--- config.mk ---
export PLATFORM = sky130hd
export DESIGN_NAME = warp_issue_seq
export DESIGN_NICKNAME = d
export VERILOG_FILES = /design/src/rtl/warp_issue_pkg.sv /design/src/rtl/warp_rr_arb.sv /design/src/rtl/warp_ctx_table.sv /design/src/rtl/lane_beat_map.sv /design/src/rtl/warp_issue_seq.sv
export SDC_FILE = /design/constraint.sdc
export NUM_CORES = 2
export LEC_CHECK = 0
export CAP_MARGIN = 15
export CORE_AREA = 2 2 332 334
export CTS_CLUSTER_DIAMETER = 200
export DETAILED_ROUTE_END_ITERATION = 7
export DIE_AREA = 0 0 334 336
export PLACE_DENSITY = 0.67
export SLEW_MARGIN = 20
export SYNTH_ARGS = -nofsm -noshare
export SYNTH_HDL_FRONTEND = slang
export SYNTH_SLANG_ARGS = --single-unit
--- constraint.sdc ---
create_clock -name clk_i -period 7 [get_ports clk_i]
set_clock_uncertainty 0.1 [all_clocks]
set_input_delay 1.05 -clock clk_i [delete_from_list [all_inputs] [get_ports clk_i]]
set_output_delay 1.05 -clock clk_i [all_outputs]
set_load 0.05 [all_outputs]
--- src/rtl/warp_issue_pkg.sv ---
package warp_issue_pkg;
  localparam int unsigned DEF_WARPS     = 24;
  localparam int unsigned DEF_WARP_SIZE = 32;
  localparam int unsigned DEF_LANES     = 8;
  localparam int unsigned DEF_PC_W      = 16;

  function automatic int unsigned idx_w(input int unsigned n);
    return (n > 1) ? $clog2(n) : 1;
  endfunction
endpackage

--- src/rtl/warp_rr_arb.sv ---
module warp_rr_arb #(
  parameter int unsigned N   = 24,
  parameter int unsigned IDW = 5
) (
  input  logic [N-1:0]   req_i,
  input  logic [IDW-1:0] last_i,
  output logic           any_o,
  output logic [IDW-1:0] gnt_o
);
  int unsigned idx;

  // search begins just past the last grant; the last grant itself is checked last
  always_comb begin
    any_o = 1'b0;
    gnt_o = '0;
    idx   = 0;
    for (int unsigned off = 1; off <= N; off++) begin
      idx = (int'(last_i) + off) % N;
      if (!any_o && req_i[idx]) begin
        any_o = 1'b1;
        gnt_o = IDW'(idx);
      end
    end
  end
endmodule

--- src/rtl/warp_ctx_table.sv ---
module warp_ctx_table #(
  parameter int unsigned N    = 24,
  parameter int unsigned IDW  = 5,
  parameter int unsigned PC_W = 16
) (
  input  logic            clk_i,
  input  logic            rst_ni,
  input  logic            adv_i,
  input  logic [IDW-1:0]  adv_id_i,
  input  logic [IDW-1:0]  rd_id_i,
  output logic [PC_W-1:0] rd_pc_o
);
  logic [PC_W-1:0] pc_q [N];

  always_ff @(posedge clk_i or negedge rst_ni) begin
    if (!rst_ni) begin
      for (int i = 0; i < int'(N); i++) pc_q[i] <= '0;
    end else if (adv_i) begin
      pc_q[adv_id_i] <= pc_q[adv_id_i] + PC_W'(1);
    end
  end

  assign rd_pc_o = pc_q[rd_id_i];
endmodule

--- src/rtl/lane_beat_map.sv ---
module lane_beat_map #(
  parameter int unsigned LANES  = 8,
  parameter int unsigned WSIZE  = 32,
  parameter int unsigned BEAT_W = 2,
  parameter int unsigned TID_W  = 5
) (
  input  logic                   valid_i,
  input  logic [BEAT_W-1:0]      beat_i,
  input  logic [WSIZE-1:0]       mask_i,
  output logic [LANES*TID_W-1:0] tid_o,
  output logic [LANES-1:0]       en_o
);
  for (genvar l = 0; l < LANES; l++) begin : g_lane
    logic [TID_W-1:0] tid;
    assign tid = TID_W'(int'(beat_i) * int'(LANES) + l);
    assign tid_o[l*TID_W +: TID_W] = tid;
    assign en_o[l] = valid_i & mask_i[tid];
  end
endmodule

--- src/rtl/warp_issue_seq.sv ---
module warp_issue_seq
  import warp_issue_pkg::*;
#(
  parameter int unsigned NUM_WARPS = DEF_WARPS,
  parameter int unsigned WARP_SIZE = DEF_WARP_SIZE,
  parameter int unsigned NUM_LANES = DEF_LANES,
  parameter int unsigned PC_W      = DEF_PC_W,
  localparam int unsigned BEATS    = WARP_SIZE / NUM_LANES,
  localparam int unsigned WID_W    = idx_w(NUM_WARPS),
  localparam int unsigned BEAT_W   = idx_w(BEATS),
  localparam int unsigned TID_W    = idx_w(WARP_SIZE)
) (
  input  logic                       clk_i,
  input  logic                       rst_ni,
  input  logic [NUM_WARPS-1:0]       ready_i,
  input  logic [NUM_WARPS*WARP_SIZE-1:0] act_mask_i,
  output logic                       issue_valid_o,
  output logic [WID_W-1:0]           issue_warp_o,
  output logic [PC_W-1:0]            issue_pc_o,
  output logic [BEAT_W-1:0]          issue_beat_o,
  output logic [NUM_LANES*TID_W-1:0] lane_tid_o,
  output logic [NUM_LANES-1:0]       lane_en_o
);
  localparam logic [BEAT_W-1:0] LAST_BEAT = BEAT_W'(BEATS - 1);

  logic [NUM_WARPS-1:0] elig;
  logic                 any;
  logic [WID_W-1:0]     gnt;
  logic [WARP_SIZE-1:0] gnt_mask;

  logic                 valid_q;
  logic [WID_W-1:0]     warp_q, last_q;
  logic [BEAT_W-1:0]    beat_q;
  logic [WARP_SIZE-1:0] mask_q;
  logic                 boundary, last_beat;

  for (genvar w = 0; w < NUM_WARPS; w++) begin : g_elig
    assign elig[w] = ready_i[w] & (|act_mask_i[w*WARP_SIZE +: WARP_SIZE]);
  end

  warp_rr_arb #(.N(NUM_WARPS), .IDW(WID_W)) u_arb (
    .req_i  (elig),
    .last_i (last_q),
    .any_o  (any),
    .gnt_o  (gnt)
  );

  assign gnt_mask  = act_mask_i[int'(gnt)*WARP_SIZE +: WARP_SIZE];
  assign last_beat = valid_q && (beat_q == LAST_BEAT);
  assign boundary  = !valid_q || last_beat;

  always_ff @(posedge clk_i or negedge rst_ni) begin
    if (!rst_ni) begin
      valid_q <= 1'b0;
      warp_q  <= '0;
      beat_q  <= '0;
      mask_q  <= '0;
      last_q  <= WID_W'(NUM_WARPS - 1);
    end else if (boundary) begin
      valid_q <= any;
      if (any) begin
        warp_q <= gnt;
        beat_q <= '0;
        mask_q <= gnt_mask;
        last_q <= gnt;
      end
    end else begin
      beat_q <= beat_q + BEAT_W'(1);
    end
  end

  warp_ctx_table #(.N(NUM_WARPS), .IDW(WID_W), .PC_W(PC_W)) u_ctx (
    .clk_i    (clk_i),
    .rst_ni   (rst_ni),
    .adv_i    (last_beat),
    .adv_id_i (warp_q),
    .rd_id_i  (warp_q),
    .rd_pc_o  (issue_pc_o)
  );

  lane_beat_map #(.LANES(NUM_LANES), .WSIZE(WARP_SIZE), .BEAT_W(BEAT_W), .TID_W(TID_W)) u_map (
    .valid_i (valid_q),
    .beat_i  (beat_q),
    .mask_i  (mask_q),
    .tid_o   (lane_tid_o),
    .en_o    (lane_en_o)
  );

  assign issue_valid_o = valid_q;
  assign issue_warp_o  = warp_q;
  assign issue_beat_o  = beat_q;


  grant_elig_chk: assert property (@(posedge clk_i) disable iff (!rst_ni)
    any |-> elig[gnt]);


  beat_step_chk: assert property (@(posedge clk_i) disable iff (!rst_ni)
    (issue_valid_o && issue_beat_o != LAST_BEAT) |=>
      (issue_valid_o && issue_beat_o == $past(issue_beat_o) + BEAT_W'(1) && $stable(issue_warp_o)));


  mask_hold_chk: assert property (@(posedge clk_i) disable iff (!rst_ni)
    (issue_valid_o && issue_beat_o != LAST_BEAT) |=> $stable(mask_q));


  pc_step_chk: assert property (@(posedge clk_i) disable iff (!rst_ni)
    (last_beat && any && gnt == issue_warp_o) |=> (issue_pc_o == $past(issue_pc_o) + PC_W'(1)));


  idle_lane_chk: assert property (@(posedge clk_i) disable iff (!rst_ni)
    !issue_valid_o |-> (lane_en_o == '0));


  idle_next_chk: assert property (@(posedge clk_i) disable iff (!rst_ni)
    (boundary && !any) |=> !issue_valid_o);
endmodule

==> impl_metrics.env <==
export IMPL_final_antenna_net_count=0
export IMPL_synth_compound_area_share_pct=16.9
export IMPL_ys_types=105
export IMPL_track_usage_pct=37.7
export IMPL_fillers=10200
export IMPL_routed_wirelength_um=220000
export IMPL_synth_fa_ha_area_share_pct=1.66
export IMPL_hold_viol_final=0
export IMPL_synth_top_family_by_area="simple AND/OR/NAND/NOR gates"
export IMPL_hp_class="input port to async pin"
export IMPL_cts_tree="done"
export IMPL_syn_cell_area_um2=34300
export IMPL_setup_worst_path_start_class="input port"
export IMPL_stdcell_count=7168
export IMPL_antenna_found_initial=47
export IMPL_synthMuxAreaShare_pct=20.0
export IMPL_rows=121
export IMPL_die_w_um=334
export IMPL_critPathMaxStageDelay_ns=0.72
export IMPL_vias=42000
export IMPL_post_place_ws_ns=-0.922
export IMPL_synth_edf_count=0
export IMPL_worst_slew_pin_slew_ns=1.13
export IMPL_cp_required_ns=7.43
export IMPL_critPathBufInv=7
export IMPL_setup_viol=0
export IMPL_cp_top_family="compound AO/OA/AOI/OAI gates"
export IMPL_drc=0
export IMPL_yosys_most_used_dff="dfrtp_1"
export IMPL_synthSimpleGateAreaFrac_pct=23.8
export IMPL_grt_busiest_layer="met2"
export IMPL_dp_cells=7030
export IMPL_hpwl_um=181000
export IMPL_ys_async_sr_fraction_pct=100
export IMPL_grt_pass1_wl_um=304000
export IMPL_period_minus_slack_ns=6.97
export IMPL_slew_headroom_pct=24.4
export IMPL_grt_met2_usage_pct=61.6
export IMPL_slew_violations=0
export IMPL_area_growth_pct=58.8
export IMPL_gp_congestion=1.08
export IMPL_status="finished, final reports clean"
export IMPL_grt_pass1_vias=41700
export IMPL_synth_seq_cells=428
export IMPL_wl_per_cell_um=30.6
export IMPL_cts_buffer_depth=3
export IMPL_numCtsBuffers=48
export IMPL_gr_total_overflow=0
export IMPL_end_kind="register"
export IMPL_critPathArrivalTime_ns=7.40
export IMPL_clkTransAtPathRegs_ns=0.06
export IMPL_finalCritPeriodShare_pct=99.6
export IMPL_tns_ns=0
export IMPL_fin_nets=6518
export IMPL_ctsHoldBuffers=0
export IMPL_core_area_um2=108000
export IMPL_h_tree_depth=2
export IMPL_layout_drive_gt1_share_pct=29.2
export IMPL_cts_sinks=428
export IMPL_ys_warn_count=0
export IMPL_drt_iter0_drc=4191
export IMPL_slowest_stage="clkdlybuf4s50_1"
export IMPL_synthesis_instances=3962
export IMPL_numPortBuffers=841
export IMPL_dr_pass1_iters=6
export IMPL_use_met1_pct=42.8
export IMPL_crit_fanout=32
export IMPL_path_cells="clkdlybuf4s50_1 -> nor4_1 -> nand4_1 -> o21ai_1 -> buf_4 -> buf_4 -> a22oi_1 -> nand4_1 -> nor2_1 -> a211oi_2 -> nand4_1 -> buf_4 -> buf_4 -> nor2_1 -> mux2_2 -> a2111oi_1 -> a211oi_1 -> buf_4 -> o21ai_0 -> o2111a_1 -> nand2_1 -> buf_12 -> a221o_1 -> o211ai_1"
export IMPL_fin_ws_ns=0.0302
export IMPL_avgViaCountPerCell=5.86
export IMPL_seqCellArea_um2=10700
export IMPL_synth_xor_area_share_pct=1.29
export IMPL_floorplan_initialDensity_pct=31.7
export IMPL_max_clock_freq_mhz=143
export IMPL_multi_input_area_um2=22600
export IMPL_ys_seq_area_share_pct=31.2
export IMPL_final_util_pct=50.3
export IMPL_grt_max_degree=146
export IMPL_syn_avg_cell_area_um2=8.67
export IMPL_num_io_pins=866
export IMPL_clock_tree_root_cell="clkbuf_16"
export IMPL_insertion_delay_ns=0.62
export IMPL_maxCapViolations=0
export IMPL_use_met3_pct=8.08
export IMPL_worstSetupPathType="input port to register"
export IMPL_fp_dieH_um=336
export IMPL_cp_common_cell="buf_4"
export IMPL_fp_dieArea_um2=112000
area by class of cell:
cell class	count	area share (%)
multi-input cells	3166	41.4
clock buffers	66	2.55
diodes	36	0.165
inverters	50	0.344
clock inverters	22	0.503
repair buffers	1986	32.1
flip-flops and latches	428	19.7
well taps	1414	3.24
synth_stat cells (12+ instances only):
master     number  area [µm²]
buf_1          20        75.1
clkbuf_1      200         751
buf_4          47         353
nor3_1         56         280
o21ai_1        67         335
o211ai_1       74         556
o22ai_1        14        87.6
xnor2_1        31         272
buf_2          63         315
a22oi_1       130         976
ha_1           44         551
dfrtp_1       424       10600
a21oi_1        86         430
nand2_1       865        3250
or3_1          12        75.1
nor2_1        143         537
nand2b_1       28         175
and2_1         87         544
a221oi_1      116        1020
a32oi_1        41         359
and3_1         18         113
o21ai_0        89         445
a221o_1        33         330
nor2b_1        17         106
mux2i_1       240        2400
nor4_1        214        1340
inv_1          42         158
nand3_1       130         651
o2111ai_1      14         123
a211oi_1       15         113
mux2_2        179        2020
mux4_2        106        2390
nand4_1       104         651
layout by cell type, fill, tap and decap left out, types with 13 or more instances in the layout:
cell type,instances
nor4_2,24
nor4_1,188
nand2_1,865
mux2_2,179
a21oi_1,81
nand3_1,128
a211oi_1,15
mux2i_1,233
o211ai_1,74
mux4_2,106
diode_2,36
nor2_1,132
nand2b_1,28
nand4_1,104
clkdlybuf4s50_1,837
a22oi_1,122
o22ai_1,14
conb_1,24
buf_12,33
a32oi_1,39
buf_4,1106
xnor2_1,28
clkbuf_16,49
inv_1,42
o21ai_1,61
a221o_1,32
nor3_1,54
ha_1,41
and2_1,87
dfrtp_1,421
nor2b_1,16
o2111ai_1,13
and3_1,17
o21ai_0,89
a221oi_1,108
logic make-up after synthesis:
family	count (synthesis)
buffers and inverters	390
multiplexers	529
adder cells (fa/ha/maj)	46
other	2
AO/OA/AOI/OAI	797
XOR/XNOR	46
flip-flops	428
AND/OR/NAND/NOR	1724
sequential cells by signal, summed over array words and instances (netlist names):
register,cells
mask_q,32
issue_valid_o,1
last_q,4
issue_beat_o,2
u_ctx.pc_q,384
issue_warp_o,5
per-stage QoR:
stage | hold slack, ns | area, µm²
after detailed placement | 0.357 | 52000
after global placement | 0.352 | 52000
after floorplan | 0.341 | 34400
final | 0.303 | 54500
after global routing | 0.337 | 54500
after CTS | 0.312 | 53800
what timing repair did:
item                       in CTS  in global routing
pin swaps                       4                 27
resized for setup              14                 89
setup buffers                   3                 10
gates cloned                    0                  1
setup endpoints to repair      30                 32
per-layer routing:
metal  routed length (µm)  part of all wire, %
met3                16900                  7.7
met2               103000                   47
met4                19900                  9.1
met5                   73                0.033
met1                79900                   36
final timing paths:
kind,end,slack [ns],cells after the start,start
max reg2reg,mask_q[17]$_DFFE_PN0P_,0.10,27,last_q[1]$_DFFE_PN1P_
max,mask_q[6]$_DFFE_PN0P_,0.03,24,act_mask_i[48]
min,u_ctx.pc_q[263]$_DFFE_PN0P_,0.30,1,rst_ni
min reg2reg,u_ctx.pc_q[150]$_DFFE_PN0P_,0.37,2,u_ctx.pc_q[150]$_DFFE_PN0P_
min in group clk_i,u_ctx.pc_q[150]$_DFFE_PN0P_,0.37,2,u_ctx.pc_q[150]$_DFFE_PN0P_
max in group asynchronous,issue_warp_o[1]$_DFFE_PN0P_,4.99,2,rst_ni
Power is not shown: default switching activity piles up to over one toggle a cycle in this logic, so the estimate is an artifact.
